<file path="config.mk">
export PLATFORM = sky130hd
export DESIGN_NAME = edge_mask_unit
export DESIGN_NICKNAME = d
export VERILOG_FILES = /design/src/rtl/edge_mask_pkg.sv /design/src/rtl/edge_lane_masks.sv /design/src/rtl/edge_sub_flags.sv /design/src/rtl/edge_mask_unit.sv
export SDC_FILE = /design/constraint.sdc
export NUM_CORES = 1
export LEC_CHECK = 0
export ABC_AREA = 0
export BUFFER_PORTS_ARGS = -buffer_cell sky130_fd_sc_hd__buf_2
export CORE_MARGIN = 4
export CORE_UTILIZATION = 58
export DETAILED_ROUTE_END_ITERATION = 8
export PLACE_DENSITY = 0.94
export SLEW_MARGIN = 15
export SYNTH_ARGS = -nofsm -noshare
export SYNTH_HDL_FRONTEND = slang
export SYNTH_SLANG_ARGS = --single-unit
</file>
<file path="constraint.sdc">
create_clock -name clk -period 1.8 [get_ports clk]
set_input_delay 0.36 -clock clk [delete_from_list [all_inputs] [get_ports clk]]
set_output_delay 0.36 -clock clk [all_outputs]
set_load 0.02 [all_outputs]
</file>
<file path="src/rtl/edge_mask_pkg.sv">
package edge_mask_pkg;

   typedef enum logic [1:0] {
      ESZ_8   = 2'd0,
      ESZ_16  = 2'd1,
      ESZ_32  = 2'd2,
      ESZ_RSV = 2'd3
   } elem_size_e;

   typedef struct packed {
      logic n;
      logic z;
      logic v;
      logic c;
   } cc_flags_t;

   // Reserved size code falls back to byte elements.
   function automatic int unsigned size_sel(input logic [1:0] code);
      elem_size_e e;
      e = elem_size_e'(code);
      case (e)
         ESZ_16:  return 1;
         ESZ_32:  return 2;
         default: return 0;
      endcase
   endfunction

endpackage

</file>
<file path="src/rtl/edge_lane_masks.sv">
module edge_lane_masks #(
   parameter int LANES = 8,
   localparam int IDX_W = (LANES > 1) ? $clog2(LANES) : 1
) (
   input  logic [IDX_W-1:0] idx_a,
   input  logic [IDX_W-1:0] idx_b,
   output logic [LANES-1:0] left_be,
   output logic [LANES-1:0] right_be,
   output logic [LANES-1:0] left_le,
   output logic [LANES-1:0] right_le
);

   generate
      if (LANES < 2 || (1 << IDX_W) != LANES) begin : g_bad_lanes
         $error("edge_lane_masks: LANES must be a power of two >= 2");
      end
   endgenerate

   // Lane j counts from bit 0. Big-endian puts element 0 at the MSB.
   always_comb begin
      for (int j = 0; j < LANES; j++) begin
         left_be[j]  = (j <= LANES - 1 - int'(idx_a));
         right_be[j] = (j >= LANES - 1 - int'(idx_b));
         left_le[j]  = (j >= int'(idx_a));
         right_le[j] = (j <= int'(idx_b));
      end
   end

   // the outer lane of each mask is always enabled, and the
   // two left masks cover the same number of lanes.
   always_comb begin
      a_r3_edge_anchor: assert (left_be[0] && right_be[LANES-1] &&
                                left_le[LANES-1] && right_le[0]);
      a_r4_left_count: assert ($countones(left_be) == $countones(left_le));
   end

endmodule

</file>
<file path="src/rtl/edge_sub_flags.sv">
module edge_sub_flags
   import edge_mask_pkg::*;
#(
   parameter int W = 64
) (
   input  logic [W-1:0] a,
   input  logic [W-1:0] b,
   output cc_flags_t    flags
);

   generate
      if (W < 2) begin : g_bad_w
         $error("edge_sub_flags: W must be at least 2");
      end
   endgenerate

   logic [W:0] diff;

   always_comb begin
      diff    = {1'b0, a} - {1'b0, b};
      flags.n = diff[W-1];
      flags.z = (diff[W-1:0] == '0);
      flags.v = (a[W-1] ^ b[W-1]) & (a[W-1] ^ diff[W-1]);
      flags.c = diff[W];
   end

endmodule

</file>
<file path="src/rtl/edge_mask_unit.sv">
module edge_mask_unit
   import edge_mask_pkg::*;
#(
   parameter int ADDR_W     = 64,
   parameter int NARROW_W   = 32,
   parameter int WORD_BYTES = 8
) (
   input  logic        clk,
   input  logic        rst_n,
   input  logic        start_i,
   input  logic [3:0]  opc_i,
   input  logic [63:0] addr_a_i,
   input  logic [63:0] addr_b_i,
   input  logic        mode32_i,
   output logic [7:0]  mask_o,
   output logic [3:0]  icc_o,
   output logic [3:0]  xcc_o,
   output logic        flag_we_o,
   output logic        done_o
);

   localparam int OFS_W   = $clog2(WORD_BYTES);
   localparam int N_SIZES = 3;

   generate
      if (ADDR_W != 64) begin : g_bad_addr
         $error("edge_mask_unit: ADDR_W must match the 64-bit address ports");
      end
      if (NARROW_W >= ADDR_W || NARROW_W <= OFS_W) begin : g_bad_narrow
         $error("edge_mask_unit: NARROW_W must lie between the offset and ADDR_W");
      end
      if (WORD_BYTES != 8) begin : g_bad_word
         $error("edge_mask_unit: WORD_BYTES must be 8 for three element sizes");
      end
   endgenerate

   // Per-size masks, zero-extended to the word width.
   logic [WORD_BYTES-1:0] lbe [N_SIZES];
   logic [WORD_BYTES-1:0] rbe [N_SIZES];
   logic [WORD_BYTES-1:0] lle [N_SIZES];
   logic [WORD_BYTES-1:0] rle [N_SIZES];

   generate
      for (genvar s = 0; s < N_SIZES; s++) begin : g_size
         localparam int LANES = WORD_BYTES >> s;
         localparam int IW    = OFS_W - s;
         logic [LANES-1:0] l_be, r_be, l_le, r_le;

         edge_lane_masks #(.LANES(LANES)) u_lanes (
            .idx_a    (addr_a_i[OFS_W-1 -: IW]),
            .idx_b    (addr_b_i[OFS_W-1 -: IW]),
            .left_be  (l_be),
            .right_be (r_be),
            .left_le  (l_le),
            .right_le (r_le)
         );

         assign lbe[s] = WORD_BYTES'(l_be);
         assign rbe[s] = WORD_BYTES'(r_be);
         assign lle[s] = WORD_BYTES'(l_le);
         assign rle[s] = WORD_BYTES'(r_le);
      end
   endgenerate

   // Opcode decode and selection
   logic                  little_end;
   logic                  no_flags;
   int unsigned           sz;
   logic [WORD_BYTES-1:0] left_sel, right_sel, mask_nxt;
   logic                  same_word;

   always_comb begin
      little_end = opc_i[1];
      no_flags   = opc_i[0];
      sz         = size_sel(opc_i[3:2]);
      left_sel   = little_end ? lle[sz] : lbe[sz];
      right_sel  = little_end ? rle[sz] : rbe[sz];
      if (mode32_i)
         same_word = (addr_a_i[NARROW_W-1:OFS_W] == addr_b_i[NARROW_W-1:OFS_W]);
      else
         same_word = (addr_a_i[ADDR_W-1:OFS_W] == addr_b_i[ADDR_W-1:OFS_W]);
      mask_nxt   = same_word ? (left_sel & right_sel) : left_sel;
   end

   // Subtraction flags on the full original addresses
   cc_flags_t icc_nxt, xcc_nxt;

   edge_sub_flags #(.W(NARROW_W)) u_icc (
      .a     (addr_a_i[NARROW_W-1:0]),
      .b     (addr_b_i[NARROW_W-1:0]),
      .flags (icc_nxt)
   );

   edge_sub_flags #(.W(ADDR_W)) u_xcc (
      .a     (addr_a_i),
      .b     (addr_b_i),
      .flags (xcc_nxt)
   );

   // Result registers
   logic [WORD_BYTES-1:0] mask_q;
   cc_flags_t             icc_q, xcc_q;
   logic                  we_q, done_q;

   always_ff @(posedge clk or negedge rst_n) begin
      if (!rst_n) begin
         mask_q <= '0;
         icc_q  <= '0;
         xcc_q  <= '0;
         we_q   <= 1'b0;
         done_q <= 1'b0;
      end else begin
         done_q <= start_i;
         we_q   <= start_i & ~no_flags;
         if (start_i) begin
            mask_q <= mask_nxt;
            if (!no_flags) begin
               icc_q <= icc_nxt;
               xcc_q <= xcc_nxt;
            end
         end
      end
   end

   assign mask_o    = mask_q;
   assign icc_o     = icc_q;
   assign xcc_o     = xcc_q;
   assign flag_we_o = we_q;
   assign done_o    = done_q;

   // done follows start by exactly one cycle
   a_r10_done_after_start: assert property (@(posedge clk) disable iff (!rst_n)
      start_i |=> done_o);
   a_r10_done_needs_start: assert property (@(posedge clk) disable iff (!rst_n)
      done_o |-> $past(start_i));
   // the mask holds while no operation is started
   a_r10_mask_hold: assert property (@(posedge clk) disable iff (!rst_n)
      !done_o |-> $stable(mask_o));
   // the flag-write enable only comes with done
   a_r9_we_with_done: assert property (@(posedge clk) disable iff (!rst_n)
      flag_we_o |-> done_o);
   // a suppressed operation leaves both flag sets unchanged
   a_r9_suppressed_hold: assert property (@(posedge clk) disable iff (!rst_n)
      (done_o && !flag_we_o) |-> ($stable(icc_o) && $stable(xcc_o)));

endmodule

</file>
==> reports/qor.yml, run 1 <==
fp.dieH_um: 107
die_w_um: 107
ys.flop_type: "dfrtp_1"
synth_seq_area_share_pct: 7.91
cts_resized: 149
postSynthAreaPerCell_sq_um: 6.57
dp_hpwl_um: 24100
yosysMostFrequentCell: "a21oi_1"
cts-root-buf: "clkbuf_8"
initial_core_util_pct: 60.5
syn_inst: 867
gp_congestion: 1.03
synth_edf_count: 0
postCtsSetupRepairBufs: 37
synth_cell_types: 78
dp_slack_ns: -2.10
hold_buffers: 0
haltStage: "clock tree synthesis (4_1_cts)"
cts_htree_levels: 1
synth.largest_area_cell: "ha_1"
ys_warn_count: 0
postSynth.asyncResetShare_pct: 100
synth_top_area_share_pct: 14.5
synth_seq_cells: 18
ys_top_cells_by_count: "110 x a21oi_1, 97 x nand2_1, 91 x inv_1"
clockBufferDepth: 2
numCtsBuffers: 3
synth_area_leaders: "ha_1 14%, a21oi_1 9.7%, dfrtp_1 7.9%"
status: "aborted with a tool error"
pin_count: 154
synth_nets: 1070
placementRows: 35
port_buffers: 153
synth_area_sq_um: 5700
firstError: "[ERROR DPL-0038] Utilization greater than 100%, impossible to legalize"
clock-sinks: 18
## per-stage QoR
step           hold WS, ns  std cells  instance area (sq um)  util, %
2_1_floorplan       0.0644        867                   6260        -
3_3_place_gp         0.310       1364                   8830     93.8
3_5_place_dp         0.322       1364                   8830     93.8
## cells by family after synthesis
kind of cell,synth area share [%]
buf+inv,9.40
mux,2.20
simple gates,24.2
fa+ha+maj,14.8
compound gates,35.0
xor+xnor,6.46
flops,7.91
==> run 2, diff against run 1 <==
CORE_UTILIZATION = 40   (was 58)
PLACE_DENSITY = not set   (was 0.94)
PLACE_DENSITY_LB_ADDON = 0.15   (was not set)
==> run 2 against run 1 <==
Compared with the run above: the flow now finishes, with violations (setup timing); synthesized cell count stayed put; synthesized area stayed put.
==> reports/qor.yml, run 2 <==
grt.overflow.total: 0
layout_commonest_cell: "buf_4"
clockBufferDepth: 2  # unchanged
crit_type: "primary input to register"
synth_cell_types: 78  # unchanged
min_path_type: "primary input to asynchronous set/reset pin"
ys_warn_count: 0  # unchanged
status: "complete, but fails checks"
synth_nets: 1070  # unchanged
power_density_nw_per_um2: 442
critical_path.cell_chain: "buf_12 > inv_12 > ha_4 > fa_2 > nand2b_4 > a211oi_4 > o2111ai_2 > a21oi_2 > a211oi_2 > a21oi_1 > mux2_1 > or4_4 > nor4_4 > nand4_1 > o31ai_2"
ys_top_cells_by_count: "110 x a21oi_1, 97 x nand2_1, 91 x inv_1"
pin_count: 154  # unchanged
drc: 0
synth_area_leaders: "ha_1 14%, a21oi_1 9.7%, dfrtp_1 7.9%"
cp.arrival_ns: 3.31
crit_path_end_kind: "register"
synth.largest_area_cell: "ha_1"
clock-sinks: 18  # unchanged
cts_htree_levels: 1  # unchanged
gp_congestion: 0.985  # -4.8%
clock_latency_ns: 0.25
placementRows: 43  # +23%
layout-drive-gt1-share_pct: 48.0
grt_pass1_wl_um: 34700
die_area_sq_um: 16200
yosysMostFrequentCell: "a21oi_1"
largest_reg_flops: 8
drt-initial-drc-count: 539
synth_area_sq_um: 5700  # unchanged
peakVddDrop_v: 0.000315
r2r_slack_ns: 1.04
clk_pin_slew_ns: 0.06
power_mw: 4.42
fin_nets: 1473
fmax_ghz: 0.318
syn_inst: 867  # unchanged
ant_nets: 0
wl_per_cell_um: 14.9
cp_num_buf_inv: 2
die_w_um: 127  # +19%
hold_buffers: 0  # unchanged
cts-root-buf: "clkbuf_16"
cp_max_fo: 3
routed_wl_um: 21600
slew_violations: 0
violations: "setup timing"
fin_skew_ns: 0
vias: 7845
numCtsBuffers: 3  # unchanged
postSynthAreaPerCell_sq_um: 6.57  # unchanged
setup-tns-final_ns: -11.76
synth_edf_count: 0  # unchanged
period_share_pct: 175
cp_slowest_stage_delay_ns: 0.43
core_area_sq_um: 13900
grt_setup_unrepaired: "yes"
antenna_cells: 0
tritoncts: "yes"
mostFrequentLayoutCells: "266 x buf_4, 139 x buf_2, 91 x nand2_1, 88 x a21oi_1, 71 x inv_1"
register_area_sq_um: 450
fp.dieH_um: 127  # +19%
grt_pass1_vias: 7551
postSynth.asyncResetShare_pct: 100  # unchanged
critical_path.top_delay_family: "compound AO/OA/AOI/OAI gates"
grt_max_degree: 19
grt_antenna_before_repair: 1
cp.required_ns: 1.97
multi_input_area_sq_um: 5700
max_slew.worst_pin.slew_ns: 0.463
final_hold_viol_count: 0
fin_crit_ns: 3.14
dp_hpwl_um: 17500  # -27%
track_usage_pct: 25.1
final.setup.worst_slack_ns: -1.34
setup-violations-final: 16
fill_cells: 1189
port_buffers: 153  # unchanged
cap_violations: 0
p_leak_nw: 4.75
area_growth_pct: 75.4
synth_top_area_share_pct: 14.5  # unchanged
synth_seq_area_share_pct: 7.91  # unchanged
max_slew_margin_pct: 68.8
ys.flop_type: "dfrtp_1"
cp-start-kind: "primary input"
critical_path.slowest_cell: "or4_4"
via_per_inst: 5.41
synth_seq_cells: 18  # unchanged
initial_core_util_pct: 40.9  # -20 points
firstDrtPassIters: 5
run 2: cell type report:
type | count | area share, %
Inverter | 92 | 3.88
Tap cell | 180 | 2.25
Sequential cell | 18 | 4.51
Timing Repair Buffer | 443 | 31.4
Multi-Input combinational cell | 712 | 57.0
Clock buffer | 4 | 0.889
run 2: path summary, 6_finish.rpt:
| kind | from | endpoint | cells after the start |
|---|---|---|---|
| max | addr_a_i[0] | xcc_o[2] | 15 |
| min | rst_n | mask_o[7] | 1 |
| max reg2reg | mask_o[0] | mask_o[0] | 1 |
| min reg2reg | icc_o[2] | icc_o[2] | 1 |
| max in group asynchronous | rst_n | icc_o[3] | 1 |
| min in group clk | addr_a_i[63] | xcc_o[1] | 3 |
run 2: repair_timing:
| action | CTS | global route |
|---|---|---|
| endpoints found under the setup margin | 16 | 16 |
| setup buffers | 18 | 8 |
| pin swaps | 44 | 22 |
| resized for setup | 85 | 65 |
run 2: layer usage:
layer,vias up,track usage (%),part of all wire [%]
met2,245,43.6,48
met5,-,0,0.056
li1,3953,-,-
met4,2,5.05,1.6
met3,31,1.88,4.6
met1,3614,34.2,45
run 2: kinds of logic (layout without fill, tap and decap cells):
group,count (synthesis),in the layout,synth area share (%)
AO/OA/AOI/OAI,311,311,35.0
XOR/XNOR,42,42,6.46
adder cells (fa/ha/maj),67,67,14.8
multiplexers,12,12,2.20
AND/OR/NAND/NOR,280,280,24.2
buffers and inverters,137,539,9.40
flip-flops,18,18,7.91
run 2: stage by stage:
step                      instances  utilization (%)  area, sq um  hold WS (ns)  setup WS, ns
after floorplan                 867                -         6260        0.0644         -1.37
after global placement         1421             64.1         8940         0.322         -1.80
after detailed placement       1421             64.1         8940         0.323         -1.85
after CTS                      1442             68.7         9570        0.0468         -1.31
after global routing           1449             71.7         9990        0.0680         -1.51
final                          1449             71.7         9990        0.0336         -1.34
run 2: report_power, final:
part	leakage, nW	internal, mW	switching (mW)
logic	4.48	1.73	1.69
clock network	0.0442	0.339	0.170
registers	0.227	0.454	0.0318
total	4.75	2.52	1.89
(Power assumes the default switching activity.)
==> run 3, diff against run 2 <==
CORE_UTILIZATION = 37   (was 40)
clock period = 3.8 ns   (was 1.8 ns; I/O delays follow)
==> run 3 against run 2 <==
Compared with the run above: the run now ends clean; sequential power down 53%; utilization fell by 20 points; global-route usage is 4.3 points lower; worst setup slack gained 1.4 ns; via count down 9.8%; sequential share of layout area increased by 1.3 points; flip-flop and latch count unchanged; clock-buffer cell count fell by 1; clock skew unchanged; power fell by 62%; non-clock buffer count down 146.
==> reports/qor.yml, run 3 (synthesis results as in run 2) <==
status: "complete, no violations"
cp.required_ns: 3.97  # +2.00 ns
switching_share_pct: 45.6  # +2.7 points
max_slew.worst_pin.slew_ns: 0.478  # +0.0151 ns
cp.arrival_ns: 3.93  # +0.62 ns
cap_violations: 0  # unchanged
setup-violations-final: 0  # -16
drt-initial-drc-count: 432  # -20%
placementRows: 45  # +4.7%
grt_setup_unrepaired: "yes"
clock_latency_ns: 0.25  # about the same
clkPwrFrac_pct: 12.6  # +1.1 points
fin_nets: 1327  # -9.9%
timing.hold.ws_ns: 0.447  # +0.414 ns
wl_per_cell_um: 14.8  # -1.0%
vias: 7077  # -9.8%
initial_core_util_pct: 37.6  # -3.3 points
fill_cells: 1559  # +31%
p_leak_nw: 3.89  # -18%
hold_buffers: 0  # unchanged
final_hold_viol_count: 0  # unchanged
instances_no_fill: 1310  # -9.6%
die_area_sq_um: 17400  # +7.6%
ant_nets: 0  # unchanged
power_mw: 1.68  # -62%
clk_pin_slew_ns: 0.06  # about the same
dpl_cell_area_sq_um: 7590  # -15%
cp_max_fo: 3  # unchanged
cp-start-kind: "primary input"
track_usage_pct: 20.8  # -4.3 points
fin_skew_ns: 0  # unchanged
p_sw_uw: 766  # -60%
min_path_type: "primary input to asynchronous set/reset pin"
port_buffers: 153  # unchanged
grt_pass1_vias: 6596  # -13%
routed_wl_um: 19300  # -11%
max_slew_margin_pct: 67.8  # -1.0 points
reg2regPathDepth: 1  # unchanged
critical_path.slowest_cell: "or4_4"
dp_slack_ns: -0.366  # +1.49 ns
dp_cells: 1305  # -8.2%
grt_pass1_wl_um: 31400  # -9.5%
r2r-start: "mask_o[1]"
slew_violations: 0  # unchanged
via_per_inst: 5.40  # -0.22%
cts_htree_levels: 1  # unchanged
tritoncts: "yes"
die_w_um: 132  # +3.7%
grt_antenna_before_repair: 1  # unchanged
layout-drive-gt1-share_pct: 30.4  # -18 points
fin_crit_ns: 3.76
pin_count: 154  # unchanged
drc: 0  # unchanged
cts-root-buf: "clkbuf_16"
register_area_sq_um: 450  # unchanged
largest_reg_flops: 8  # unchanged
grt.overflow.total: 0  # unchanged
final.setup.worst_slack_ns: 0.0384  # +1.38 ns
clock-sinks: 18  # unchanged
multi_input_area_sq_um: 4820  # -15%
fp.dieH_um: 132  # +3.7%
crit_path_end_kind: "register"
mostFrequentLayoutCells: "151 x buf_2, 144 x buf_4, 109 x a21oi_1, 97 x nand2_1, 90 x inv_1"
dp_hpwl_um: 16500  # -5.5%
peakVddDrop_v: 0.000140  # -56%
grt_max_degree: 19  # unchanged
pwr-share-comb_pct: 74.0  # -3.5 points
fin_util_pct: 51.4  # -20 points
r2r_slack_ns: 3.06  # +2.02 ns
p_seq_share_pct: 13.5  # +2.5 points
r2r_end: "mask_o[1]"
final_cell_area_sq_um: 7790  # -22%
crit_type: "primary input to register"
antenna_cells: 0  # unchanged
p_int_uw: 916  # -64%
area_growth_pct: 36.7
setup-tns-final_ns: 0  # +11.76 ns
gp_congestion: 0.886  # -10%
layout_commonest_cell: "buf_2"
critical_path.cell_chain: "buf_8 > inv_4 > ha_4 > fa_2 > nand2b_4 > a211oi_4 > nor2_2 > xor2_1 > o2111ai_1 > or4_4 > nor4b_4 > o2111ai_2 > nor4_2 > nand4_1 > o31ai_2"
numCtsBuffers: 3  # unchanged
firstDrtPassIters: 5  # unchanged
cp_slowest_stage_delay_ns: 0.51  # +0.08 ns
clockBufferDepth: 2  # unchanged
period_share_pct: 99.0
power_density_nw_per_um2: 216  # -51%
core_area_sq_um: 15100  # +8.7%
fmax_ghz: 0.266
-- run 3: final cells by class --
class                           instances  area share [%]
Tap cell                              188            3.02
Clock buffer                            3           0.964
Timing Repair Buffer                  297            23.9
Inverter                               92            4.47
Multi-Input combinational cell        712            61.8
Sequential cell                        18            5.78
-- run 3: worst max-delay path, delay by kind of cell --
family | cells | cell delay, ns
fa+ha+maj | 2 | 0.51
compound gates | 4 | 0.82
buf+inv | 2 | 0.11
xor+xnor | 1 | 0.20
simple gates | 6 | 1.54
-- run 3: power groups by stage --
stage | logic (mW) | clock network (mW) | registers [mW]
2_1_floorplan | 0.699 | 0 | 0.259
3_3_place_gp | 1.22 | 0 | 0.229
3_5_place_dp | 1.21 | 0 | 0.231
4_1_cts | 1.23 | 0.217 | 0.227
5_1_grt | 1.38 | 0.222 | 0.230
6_report | 1.24 | 0.211 | 0.227
-- run 3: worst max path at each step --
| stage | slack, ns | end | from | cells past startpoint |
|---|---|---|---|---|
| after floorplan | 0.008 | xcc_o[2] | addr_a_i[0] | 14 |
| after global placement | -0.27 | xcc_o[2] | addr_a_i[0] | 15 |
| after detailed placement | -0.37 | xcc_o[2] | addr_a_i[0] | 15 |
| after CTS | 0.0007 | xcc_o[2] | addr_a_i[0] | 15 |
| after global routing | -0.14 | xcc_o[2] | addr_a_i[0] | 15 |
| final | 0.04 | xcc_o[2] | addr_a_i[0] | 15 |
-- run 3: metal layers --
layer / part of all wire (%) / GRT usage, %
met4: 1.1 / 2.80
met2: 46 / 35.0
met1: 48 / 29.4
met5: 0.067 / 0
met3: 4.8 / 2.06
-- run 3: timing repair --
action                                 CTS  global route
setup buffers                            0             2
pin swaps                                2            14
endpoints found under the hold margin    0             0
setup endpoints to repair                1             2
resized for setup                        5            16
